===== config.mk =====
export PLATFORM = sky130hd
export DESIGN_NAME = smbn_notify_rx
export DESIGN_NICKNAME = d
export VERILOG_FILES = /design/src/rtl/smbn_pkg.sv /design/src/rtl/smbn_frame_fsm.sv /design/src/rtl/smbn_hold.sv /design/src/rtl/smbn_notify_rx.sv
export SDC_FILE = /design/constraint.sdc
export NUM_CORES = 1
export LEC_CHECK = 0
export BUFFER_PORTS_ARGS = -buffer_cell sky130_fd_sc_hd__buf_2
export CAP_MARGIN = 20
export CORE_MARGIN = 3
export CORE_UTILIZATION = 53
export CTS_CLUSTER_SIZE = 24
export DETAILED_ROUTE_END_ITERATION = 8
export PLACE_DENSITY = 0.88
export SLEW_MARGIN = 20
export SYNTH_ARGS = -nofsm -noshare
export SYNTH_HDL_FRONTEND = slang
export SYNTH_HIERARCHICAL = 1
export SYNTH_SLANG_ARGS = --single-unit

===== constraint.sdc =====
create_clock -name clk -period 2.1 [get_ports clk]
set_clock_uncertainty 0.15 [all_clocks]
set_input_delay 0.315 -clock clk [delete_from_list [all_inputs] [get_ports clk]]
set_output_delay 0.315 -clock clk [all_outputs]
set_load 0.02 [all_outputs]

===== src/rtl/smbn_pkg.sv =====
package smbn_pkg;

    localparam int ADDR_W     = 7;
    localparam int BYTE_W     = 8;
    localparam int WORD_BYTES = 2;
    localparam int WORD_W     = BYTE_W * WORD_BYTES;
    // device byte plus the word bytes
    localparam int BODY_BYTES = 1 + WORD_BYTES;
    localparam int CNT_W      = $clog2(BODY_BYTES + 1);

    typedef enum logic [2:0] {
        ST_IDLE,
        ST_ADDR,
        ST_BODY,
        ST_FULL,
        ST_DROP
    } frame_st_e;

    typedef struct packed {
        logic [ADDR_W-1:0] dev;
        logic [WORD_W-1:0] word;
    } notice_t;

    // write direction is read/write bit == 0
    function automatic logic addr_hit(input logic [BYTE_W-1:0] b,
                                      input logic [ADDR_W-1:0] own);
        return (b[BYTE_W-1:1] == own) && !b[0];
    endfunction

endpackage


===== src/rtl/smbn_frame_fsm.sv =====
module smbn_frame_fsm
    import smbn_pkg::*;
(
    input  logic              clk,
    input  logic              rst,
    input  logic [ADDR_W-1:0] own_addr_i,
    input  logic              ev_start_i,
    input  logic              ev_stop_i,
    input  logic              ev_byte_valid_i,
    input  logic [BYTE_W-1:0] ev_byte_i,
    output logic              ack_o,
    output logic              done_o,
    output notice_t           notice_o
);

    frame_st_e         st_q, st_d;
    logic [CNT_W-1:0]  cnt_q, cnt_d;
    notice_t           cap_q, cap_d;

    always_comb begin
        st_d   = st_q;
        cnt_d  = cnt_q;
        cap_d  = cap_q;
        ack_o  = 1'b0;
        done_o = 1'b0;
        if (ev_start_i) begin
            st_d  = ST_ADDR;
            cnt_d = '0;
        end else if (ev_stop_i) begin
            done_o = (st_q == ST_FULL);
            st_d   = ST_IDLE;
        end else if (ev_byte_valid_i) begin
            unique case (st_q)
                ST_ADDR: begin
                    if (addr_hit(ev_byte_i, own_addr_i)) begin
                        ack_o = 1'b1;
                        st_d  = ST_BODY;
                        cnt_d = '0;
                    end else begin
                        st_d = ST_DROP;
                    end
                end
                ST_BODY: begin
                    ack_o = 1'b1;
                    if (cnt_q == '0) begin
                        cap_d.dev = ev_byte_i[BYTE_W-1:1];
                    end else begin
                        cap_d.word[(int'(cnt_q) - 1) * BYTE_W +: BYTE_W] = ev_byte_i;
                    end
                    cnt_d = cnt_q + 1'b1;
                    if (int'(cnt_q) == BODY_BYTES - 1) begin
                        st_d = ST_FULL;
                    end
                end
                ST_FULL: st_d = ST_DROP;
                default: ;
            endcase
        end
    end

    always_ff @(posedge clk) begin
        if (rst) begin
            st_q  <= ST_IDLE;
            cnt_q <= '0;
            cap_q <= '0;
        end else begin
            st_q  <= st_d;
            cnt_q <= cnt_d;
            cap_q <= cap_d;
        end
    end

    assign notice_o = cap_q;

endmodule


===== src/rtl/smbn_hold.sv =====
module smbn_hold
    import smbn_pkg::*;
(
    input  logic    clk,
    input  logic    rst,
    input  logic    done_i,
    input  notice_t notice_i,
    input  logic    clr_i,
    output logic    irq_o,
    output logic    overrun_o,
    output notice_t notice_o
);

    logic    pend;
    notice_t held_q;

    assign pend = irq_o && !clr_i;

    always_ff @(posedge clk) begin
        if (rst) begin
            irq_o     <= 1'b0;
            overrun_o <= 1'b0;
            held_q    <= '0;
        end else begin
            if (clr_i) begin
                irq_o     <= 1'b0;
                overrun_o <= 1'b0;
            end
            if (done_i) begin
                if (pend) begin
                    overrun_o <= 1'b1;
                end else begin
                    irq_o  <= 1'b1;
                    held_q <= notice_i;
                end
            end
        end
    end

    assign notice_o = held_q;

endmodule


===== src/rtl/smbn_notify_rx.sv =====
module smbn_notify_rx
    import smbn_pkg::*;
(
    input  logic              clk,
    input  logic              rst,
    input  logic [ADDR_W-1:0] own_addr_i,
    input  logic              ev_start_i,
    input  logic              ev_stop_i,
    input  logic              ev_byte_valid_i,
    input  logic [BYTE_W-1:0] ev_byte_i,
    output logic              ack_o,
    input  logic              clr_i,
    output logic              irq_o,
    output logic              overrun_o,
    output logic [ADDR_W-1:0] dev_addr_o,
    output logic [WORD_W-1:0] data_o
);

    logic    done;
    notice_t cap;
    notice_t held;

    smbn_frame_fsm u_fsm (
        .clk             (clk),
        .rst             (rst),
        .own_addr_i      (own_addr_i),
        .ev_start_i      (ev_start_i),
        .ev_stop_i       (ev_stop_i),
        .ev_byte_valid_i (ev_byte_valid_i),
        .ev_byte_i       (ev_byte_i),
        .ack_o           (ack_o),
        .done_o          (done),
        .notice_o        (cap)
    );

    smbn_hold u_hold (
        .clk       (clk),
        .rst       (rst),
        .done_i    (done),
        .notice_i  (cap),
        .clr_i     (clr_i),
        .irq_o     (irq_o),
        .overrun_o (overrun_o),
        .notice_o  (held)
    );

    assign dev_addr_o = held.dev;
    assign data_o     = held.word;

endmodule


# Word level (Yosys, flattened, before mapping)
# Cells that the tools add are included.
# classes
reduce_logical	17
addsub	3
shifts	2
n_bitwise	4
mux	22
n_eq_ne	8
# ops
operator	count
$neg A32 Y33	1
$shift A8 B33 Y16 const A	1
$shiftx A8 B33 Y16	1
$bwmux W16	1
$mux W1	15
$reduce_and A5 Y1	2
$pmux W3 S3	1
$eq A7 B7 Y1	1
$eq A3 B2 Y1 const B	2
$mux W3	2
$reduce_and A3 Y1	2
$reduce_bool A3 Y1	2
$reduce_bool A5 Y1	1
$ne A2 B1 Y1 const B	2
$ne A4 B3 Y1 const B	1
$not A1 Y1	4
$pmux W2 S2	1
$reduce_and A4 Y1	1
$eq A3 B1 Y1 const B	1
$reduce_or A3 Y1	1
$sub A2 B1 Y3 const B	1
$add A2 B1 Y2 const B	1
$eq A2 B2 Y1 const B	1
$logic_and A1 B1 Y1	2
other kinds (7)	8
# word_totals
wordCells	65
input_bits	21
reg_bits	53
output_inout_bits	26

# Logic depth before layout (Yosys ltp)
# Gate-level depths: netlist (run 1).
# depth
ltp_word	7
ltp_mapped	7
ltp_nobuf	6

# Cells and area by module
# The synthesis (run 1) kept the hierarchy.
# by_module_without_submodules
module	n_inst	area_each_um2	cells_per_inst
smbn_frame_fsm	1	1448.9	154
smbn_hold	1	1119.8	107

# Least setup slack after synthesis (run 1)
# No wires, ideal clock.
# synth_path
kind	in2out
start	input port ev_byte_i[6]
end	output port ack_o
stages	4
arrival_time_ns	1.521
path_slack_ns	0.114
path_buffers	0
cell_sequence	xor2_1 -> nor4_1 -> nand3b_1 -> o31ai_1
# synth_between
elab_chain_cells	7
# synth_lines
element	line_no	text
from (decl)	smbn_notify_rx.sv:10	input logic [BYTE_W-1:0] ev_byte_i,
$eq A7 B7 Y1	smbn_pkg.sv:27	return (b[BYTE_W-1:1] == own) && !b[0];
$logic_and A1 B1 Y1	smbn_pkg.sv:27	
$mux W1	smbn_frame_fsm.sv:35	if (addr_hit(ev_byte_i, own_addr_i)) begin
$pmux W1 S2	smbn_frame_fsm.sv:33	unique case (st_q)
$mux W1	smbn_frame_fsm.sv:32	end else if (ev_byte_valid_i) begin
$mux W1	smbn_frame_fsm.sv:29	end else if (ev_stop_i) begin
$mux W1	smbn_frame_fsm.sv:26	if (ev_start_i) begin
to (decl)	smbn_notify_rx.sv:11	output logic ack_o,
# Every way passes these cells.

# Worst setup path in the final report (run 1)
# layout_path
start	input port own_addr_i[1]
end	output port ack_o
# layout_between
elab_chain_cells	7
# layout_lines
element	line_no	text
from (decl)	smbn_notify_rx.sv:6	input logic [ADDR_W-1:0] own_addr_i,
$eq A7 B7 Y1	smbn_pkg.sv:27	
$logic_and A1 B1 Y1	smbn_pkg.sv:27	
$mux W1	smbn_frame_fsm.sv:35	
$pmux W1 S2	smbn_frame_fsm.sv:33	
$mux W1	smbn_frame_fsm.sv:32	
$mux W1	smbn_frame_fsm.sv:29	
$mux W1	smbn_frame_fsm.sv:26	
# Every way passes these cells.

==> run_results.csv, run 1 <==
group,metric,value,unit
setup_path,cp_num_buf_inv,3,
floorplan,fp-row-count,24,
synthesis,syn-cell-area,0.00257,mm²
timing,max_freq,479,MHz
cts,path_clk_slew,0.09,ns
cts,root_buffer,"clkbuf_8",
setup_path,cp_max_fo,2,
synthesis,syn_nets,287,
floorplan,core_area,0.00450,mm²
setup_path,critPathRequiredTime,1.63,ns
cells_and_area,fillers,346,
setup_path,slowest_delay,0.30,ns
cells_and_area,area_growth_syn_to_layout,18.9,%
setup_path,path_depth,7,
timing,finalSetupViolCount,0,
run_status,status,"finished, final reports clean",
pwr,p_switching,396,µW
cells_and_area,post-route-util,67.8,%
grt,track_usage,18.6,%
pwr,power_frac_clock,38.2,%
worst_hold_path,hp-class,"in -> reg",
pwr,peakVddDrop,0.379,mV
timing,finalHoldViolCount,0,
synthesis,synth_warnings,6,
synthesis,synth_most_common_cell,"nand2b_1",
timing,maxSlewViolCount,0,
synthesis,ys_seq_area_share,41.3,%
synthesis,synth_compound_area_share,4.63,%
place,place_inst,359,
pwr,power_switching_share,21.8,%
pwr,intPower,1420,µW
routing,route.detailed.drc,0,
routing,vias,1926,
synthesis,synth_top_area_share,41.3,%
setup_path,arrival,1.62,ns
pwr,power_frac_seq,55.5,%
timing,fin_crit,2.09,ns
setup_path,endpoint_kind,"output port",
routing,wire_per_inst,13.7,µm
synthesis,synth_mux_area_share,17.9,%
setup_path,critPathLaunch,"own_addr_i[1]",
setup_path,critPathCapture,"ack_o",
synthesis,synth_common_cells,"65 x nand2b_1, 53 x dfxtp_1, 46 x mux2i_1",
synthesis,synth-simple-area-share,26.9,%
synthesis,synth_adder_area_share,2.44,%
cells_and_area,nets,342,
synthesis,synth_xor_area_share,2.73,%
floorplan,pin_count,47,
pwr,comb_power_share,6.4,%
cts,clock_latency,0.31,ns
routing,first_pass_iters,4,
setup_path,worstPathCellList,"buf_6 -> xor2_1 -> nor4_2 -> buf_4 -> nand3b_1 -> o31ai_2 -> buf_4",
synthesis,ys_types,34,
cts,clockBufferDepth,2,
pwr,p_leak,0.00132,µW
timing,worstMarginPinSlew,0.448,ns
synthesis,synth_edf_count,0,
cts,cts_sinks,53,
flow_run,maxCapViolations,0,
cells_and_area,layoutNonFillerInstCount,369,
cts,cts_tree,"done",
synthesis,synth_ff_type,"dfxtp_1",
place,numPortBuffers,46,
setup_path,start_kind,"input pin",
cells_and_area,layout-drive-gt1-share,24.9,%
floorplan,initial_utilization,57.0,%
cells_and_area,n_antenna_cell,0,
grt,grt_max_degree,31,
synthesis,synth_seq_cells,53,
synthesis,yosys-top-cells-area,"dfxtp_1 41%, mux2i_1 18%, nand2b_1 16%, xor2_1 2.7%, nand2_1 2.5%",
setup_path,critPathMostFrequentCell,"buf_4",
pwr,p_per_area,595,mW/mm²
cts,cts_buffers,5,
setup_path,rr_startpoint,"u_fsm/st_q[0]",
grt,grt_pass1_wl,8020,µm
setup_path,cp_top_family,"simple AND/OR/NAND/NOR gates",
timing,period_share,99.4,%
synthesis,synth.avg_cell_area,9.84,µm²
setup_path,reg2reg_depth,5,
setup_path,r2r_end,"u_hold/notice_o[22]",
setup_path,critPathKind,"in -> out",
routing,drt-initial-drc-count,71,
timing,max-slew-margin-rel,70.1,%
floorplan,fp.dieH,75.6,µm
floorplan,fp.dieW,75.6,µm
grt,grt_pass1_vias,1744,
timing,rsz0062_at_grt,"true",
synthesis,synth_top_area_cell,"dfxtp_1",
routing,detail_route.wirelength,5050,µm
place,place_hpwl,3520,µm
pwr,power,1820,µW
synthesis,synth_top_family_by_area,"simple AND/OR/NAND/NOR gates",
setup_path,rrSetupSlack,0.25,ns
floorplan,die_area,0.00572,mm²
routing,ant_nets,0,
setup_path,crit_slowest_cell,"nor4_2",
place,gp_congestion,0.853,
grt,antenna_found_initial,0,
synthesis,async_flop_share,0,%
routing,vias_per_cell,5.22,
timing,fin_tns_setup,0,ns
synthesis,postSynthCellCount,261,
grt,grt_overflow_total,0,
cts,htree_levels,2,
-- through the flow --
stage | instance area (µm²) | hold slack [ns] | setup WS (ns)
2_1_floorplan | 2570 | 0.244 | 0.114
3_3_place_gp | 2880 | 0.305 | 0.0403
4_1_cts | 3010 | 0.0256 | -0.0217
5_1_grt | 3050 | 0.0488 | -0.0527
3_5_place_dp | 2880 | 0.309 | -0.0204
6_report | 3050 | 0.0332 | 0.0133
-- cell type report --
class	count	area, µm²	share of cell area (%)
multi-input cells	191	1430	46.8
clock inverters	2	38.8	1.27
repair buffers	60	369	12.1
inverters	5	18.8	0.615
clock buffers	6	72.6	2.38
well taps	52	65.1	2.13
flip-flops and latches	53	1060	34.7
-- cells in the final DEF, fill, tap and decap left out, types with 4 or more instances in the layout --
cell | netlist | final
dfxtp_1 | 53 | 53
ha_1 | 5 | 5
mux2i_1 | 46 | 46
buf_4 | 0 | 14
nand2b_1 | 65 | 65
inv_1 | 4 | 4
clkbuf_8 | 0 | 5
buf_2 | 1 | 42
nand2_1 | 17 | 17
xor2_1 | 8 | 7
nor2_1 | 12 | 12
-- registers in the layout, summed over array words and instances (netlist names) --
| signal | flops |
|---|---|
| u_hold/notice_o | 23 |
| u_fsm/notice_o | 23 |
| u_hold/overrun_o | 1 |
| u_fsm/cnt_q | 2 |
| u_fsm/st_q | 3 |
| u_hold/irq_o | 1 |
-- kinds of logic after synthesis --
family | after synthesis
DFF | 53
buffers and inverters | 17
xor gates and xnor gates | 8
and+or+nand+nor | 117
muxes | 46
adders and majority gates | 5
AOI/OAI and AO/OA | 15
-- power groups by stage --
stage / combinational (µW) / sequential (µW) / clock, µW
finish: 116 / 1010 / 694
global route: 126 / 1010 / 748
CTS: 106 / 1010 / 707
detailed placement: 103 / 1030 / 0
global placement: 101 / 1030 / 0
floorplan: 57.1 / 1030 / 0
-- how the worst min path moves through the flow --
stage / slack [ns] / cells past startpoint / start / endpoint
after floorplan: 0.24 / 1 / clr_i / u_hold/overrun_o
after global placement: 0.31 / 2 / u_hold/notice_o[9] / u_hold/notice_o[9]
after detailed placement: 0.31 / 2 / u_hold/notice_o[6] / u_hold/notice_o[6]
after CTS: 0.03 / 2 / clr_i / u_hold/overrun_o
after global routing: 0.05 / 2 / clr_i / u_hold/overrun_o
final: 0.03 / 2 / clr_i / u_hold/overrun_o
-- layer usage --
layer	track usage, %	up-vias	share of wire [%]
met3	3.69	8	3.3
li1	-	989	-
met5	0	-	0
met4	9.51	0	1.7
met2	29.1	38	49
met1	24.3	891	46
-- what timing repair did --
action / CTS / global route
endpoints found under the setup margin: 1 / 2
setup buffers: 1 / 1
gates resized for setup: 2 / 8
hold buffers: 0 / 0
pin swaps: 4 / 3
Power figures use the tool's default switching activity.
==> inputs of run 2 (changes only) <==
--- a/config.mk
+++ b/config.mk
@@ -7,11 +7,14 @@
 export LEC_CHECK = 0
 export BUFFER_PORTS_ARGS = -buffer_cell sky130_fd_sc_hd__buf_2
 export CAP_MARGIN = 20
+export CELL_PAD_IN_SITES_DETAIL_PLACEMENT = 2
+export CELL_PAD_IN_SITES_GLOBAL_PLACEMENT = 2
 export CORE_MARGIN = 3
-export CORE_UTILIZATION = 53
+export CORE_UTILIZATION = 34
 export CTS_CLUSTER_SIZE = 24
 export DETAILED_ROUTE_END_ITERATION = 8
-export PLACE_DENSITY = 0.88
+export HOLD_SLACK_MARGIN = 0.05
+export PLACE_DENSITY = 0.89
 export SLEW_MARGIN = 20
 export SYNTH_ARGS = -nofsm -noshare
 export SYNTH_HDL_FRONTEND = slang
==> run 2 against run 1 <==
Net effect:
- sequential power about the same
- flip-flop and latch count unchanged
- total power decreased by 2.8%
- clock power decreased by 11%
- via count increased by 6.7%
- non-clock buffer count increased by 5
- count of clock-buffer cells in the layout unchanged
- combinational power increased by 24%
- die area increased by 51%
==> run_results.csv, run 2 (same netlist as run 1, synthesis figures left out) <==
group,metric,value,unit
grt,use_met1,20.6,%
setup_path,cp_top_family,"simple AND/OR/NAND/NOR gates",
setup_path,cp_num_buf_inv,2,
worst_hold_path,hp-class,"in -> reg",
worst_hold_path,min_delay_path_depth,3,
setup_path,crit_slowest_cell,"nor4_4",
grt,top_usage_layer,"met2",
timing,finalHoldViolCount,0,
setup_path,path_depth,6,
setup_path,endpoint_kind,"output port",
routing,first_pass_iters,4,
cells_and_area,fillers,827,
cells_and_area,final_cell_mix,"65 x nand2b_1, 52 x dfxtp_1, 46 x mux2i_1",
pwr,power,1770,µW
setup_path,worstPathCellList,"buf_2 -> xor2_2 -> nor4_4 -> nand3b_1 -> o31ai_2 -> buf_4",
timing,period_share,98.7,%
floorplan,fp-row-count,31,
setup_path,rrSetupSlack,0.23,ns
pwr,p_leak,0.00135,µW
floorplan,fp.dieH,92.9,µm
timing,maxSlewViolCount,0,
setup_path,slowest_delay,0.33,ns
timing,rsz0062_at_grt,"true",
grt,grt_pass1_vias,2294,
routing,vias,2056,
grt,grt_use_met3,3.01,%
setup_path,critPathLaunch,"ev_byte_i[4]",
place,place_inst,407,
cts,path_clk_slew,0.10,ns
floorplan,core_area,0.00729,mm²
place,numPortBuffers,46,
place,gp_congestion,0.762,
timing,fin_tns_setup,0,ns
timing,finalSetupViolCount,0,
cells_and_area,post-route-util,43.6,%
grt,grt_max_degree,60,
setup_path,critPathRequiredTime,1.63,ns
routing,vias_per_cell,4.88,
cts,clockBufferDepth,2,
cts,htree_levels,2,
place,place_hpwl,5310,µm
timing,worstMarginPinSlew,0.421,ns
cells_and_area,area_growth_syn_to_layout,23.8,%
timing,fin_crit,2.07,ns
setup_path,critPathKind,"in -> out",
grt,antenna_found_initial,0,
cts,cts_sinks,53,
cts,clock_latency,0.30,ns
floorplan,die_area,0.00863,mm²
routing,route.detailed.drc,0,
cells_and_area,layoutNonFillerInstCount,421,
setup_path,cp_max_fo,2,
floorplan,initial_utilization,35.2,%
flow_run,maxCapViolations,0,
timing,max_freq,482,MHz
cells_and_area,n_antenna_cell,0,
setup_path,arrival,1.61,ns
routing,wire_per_inst,18.0,µm
cts,cts_tree,"done",
routing,ant_nets,0,
grt,track_usage,18.3,%
routing,drt-initial-drc-count,56,
worst_hold_path,min-delay-start,"ev_byte_i[3]",
timing,fin_hold_ws,0.171,ns
grt,grt_pass1_wl,12200,µm
grt,use_met2,35.2,%
setup_path,rr_startpoint,"u_fsm/cnt_q[1]",
timing,max-slew-margin-rel,72.0,%
grt,grt_overflow_total,0,
pwr,p_per_area,556,mW/mm²
pwr,peakVddDrop,0.235,mV
cells_and_area,layout-drive-gt1-share,27.0,%
floorplan,pin_count,47,
setup_path,reg2reg_depth,6,
cells_and_area,nets,347,
cells_and_area,layout_commonest_cell,"nand2b_1",
routing,detail_route.wirelength,7570,µm
floorplan,fp.dieW,92.9,µm
cts,root_buffer,"clkbuf_8",
cts,cts_buffers,5,
run_status,status,"finished, final reports clean",
setup_path,start_kind,"input pin",
-- run 2: layout make-up --
class                      instances  area [µm²]  share of cell area [%]
clock inverter                     2        13.8                   0.433
inverter                           5        18.8                   0.590
sequential                        53        1060                    33.4
clock buffer                       6        82.6                    2.60
tap                               99         124                    3.89
multi-input combinational        191        1470                    46.3
timing repair buffer              65         407                    12.8
-- run 2: what timing repair did --
item	4_1_cts	5_1_grt
hold buffers	1	0
pin swaps	4	5
buffers inserted	3	2
setup endpoints to repair	1	9
hold endpoints to repair	1	0
resized for setup	8	9
-- run 2: path summary, 6_finish.rpt --
check,to
setup / recovery,ack_o
hold / removal,u_fsm/notice_o[11]
hold reg to reg,u_hold/notice_o[14]
setup reg to reg,u_fsm/notice_o[6]
-- run 2: power by group --
group / switching [µW] / total (µW) / internal, µW
Combinational: 75.1 / 144 / 68.6
Sequential: 1.13 / 1010 / 1010
Clock: 349 / 618 / 268
-- run 2: tightest hold or removal path, stage by stage --
cell and delay (ns):
buf_2 0.14, nand2_1 0.07, mux2i_1 0.06
-- run 2: stage by stage --
step | setup WS [ns] | cell area, µm²
global placement | -0.00311 | 2950
finish | 0.0272 | 3180
floorplan | 0.114 | 2570
detailed placement | -0.0887 | 2950
CTS | -0.0295 | 3120
global route | -0.0555 | 3180
-- run 2: layer usage --
layer  part of all wire, %  vias to the layer above  wire length [µm]
met5                     0                        -                 0
met4                   1.2                        0                92
met3                   2.9                        9               216
met2                    54                       38              4090
met1                    42                     1023              3180
li1                      -                      986                 -
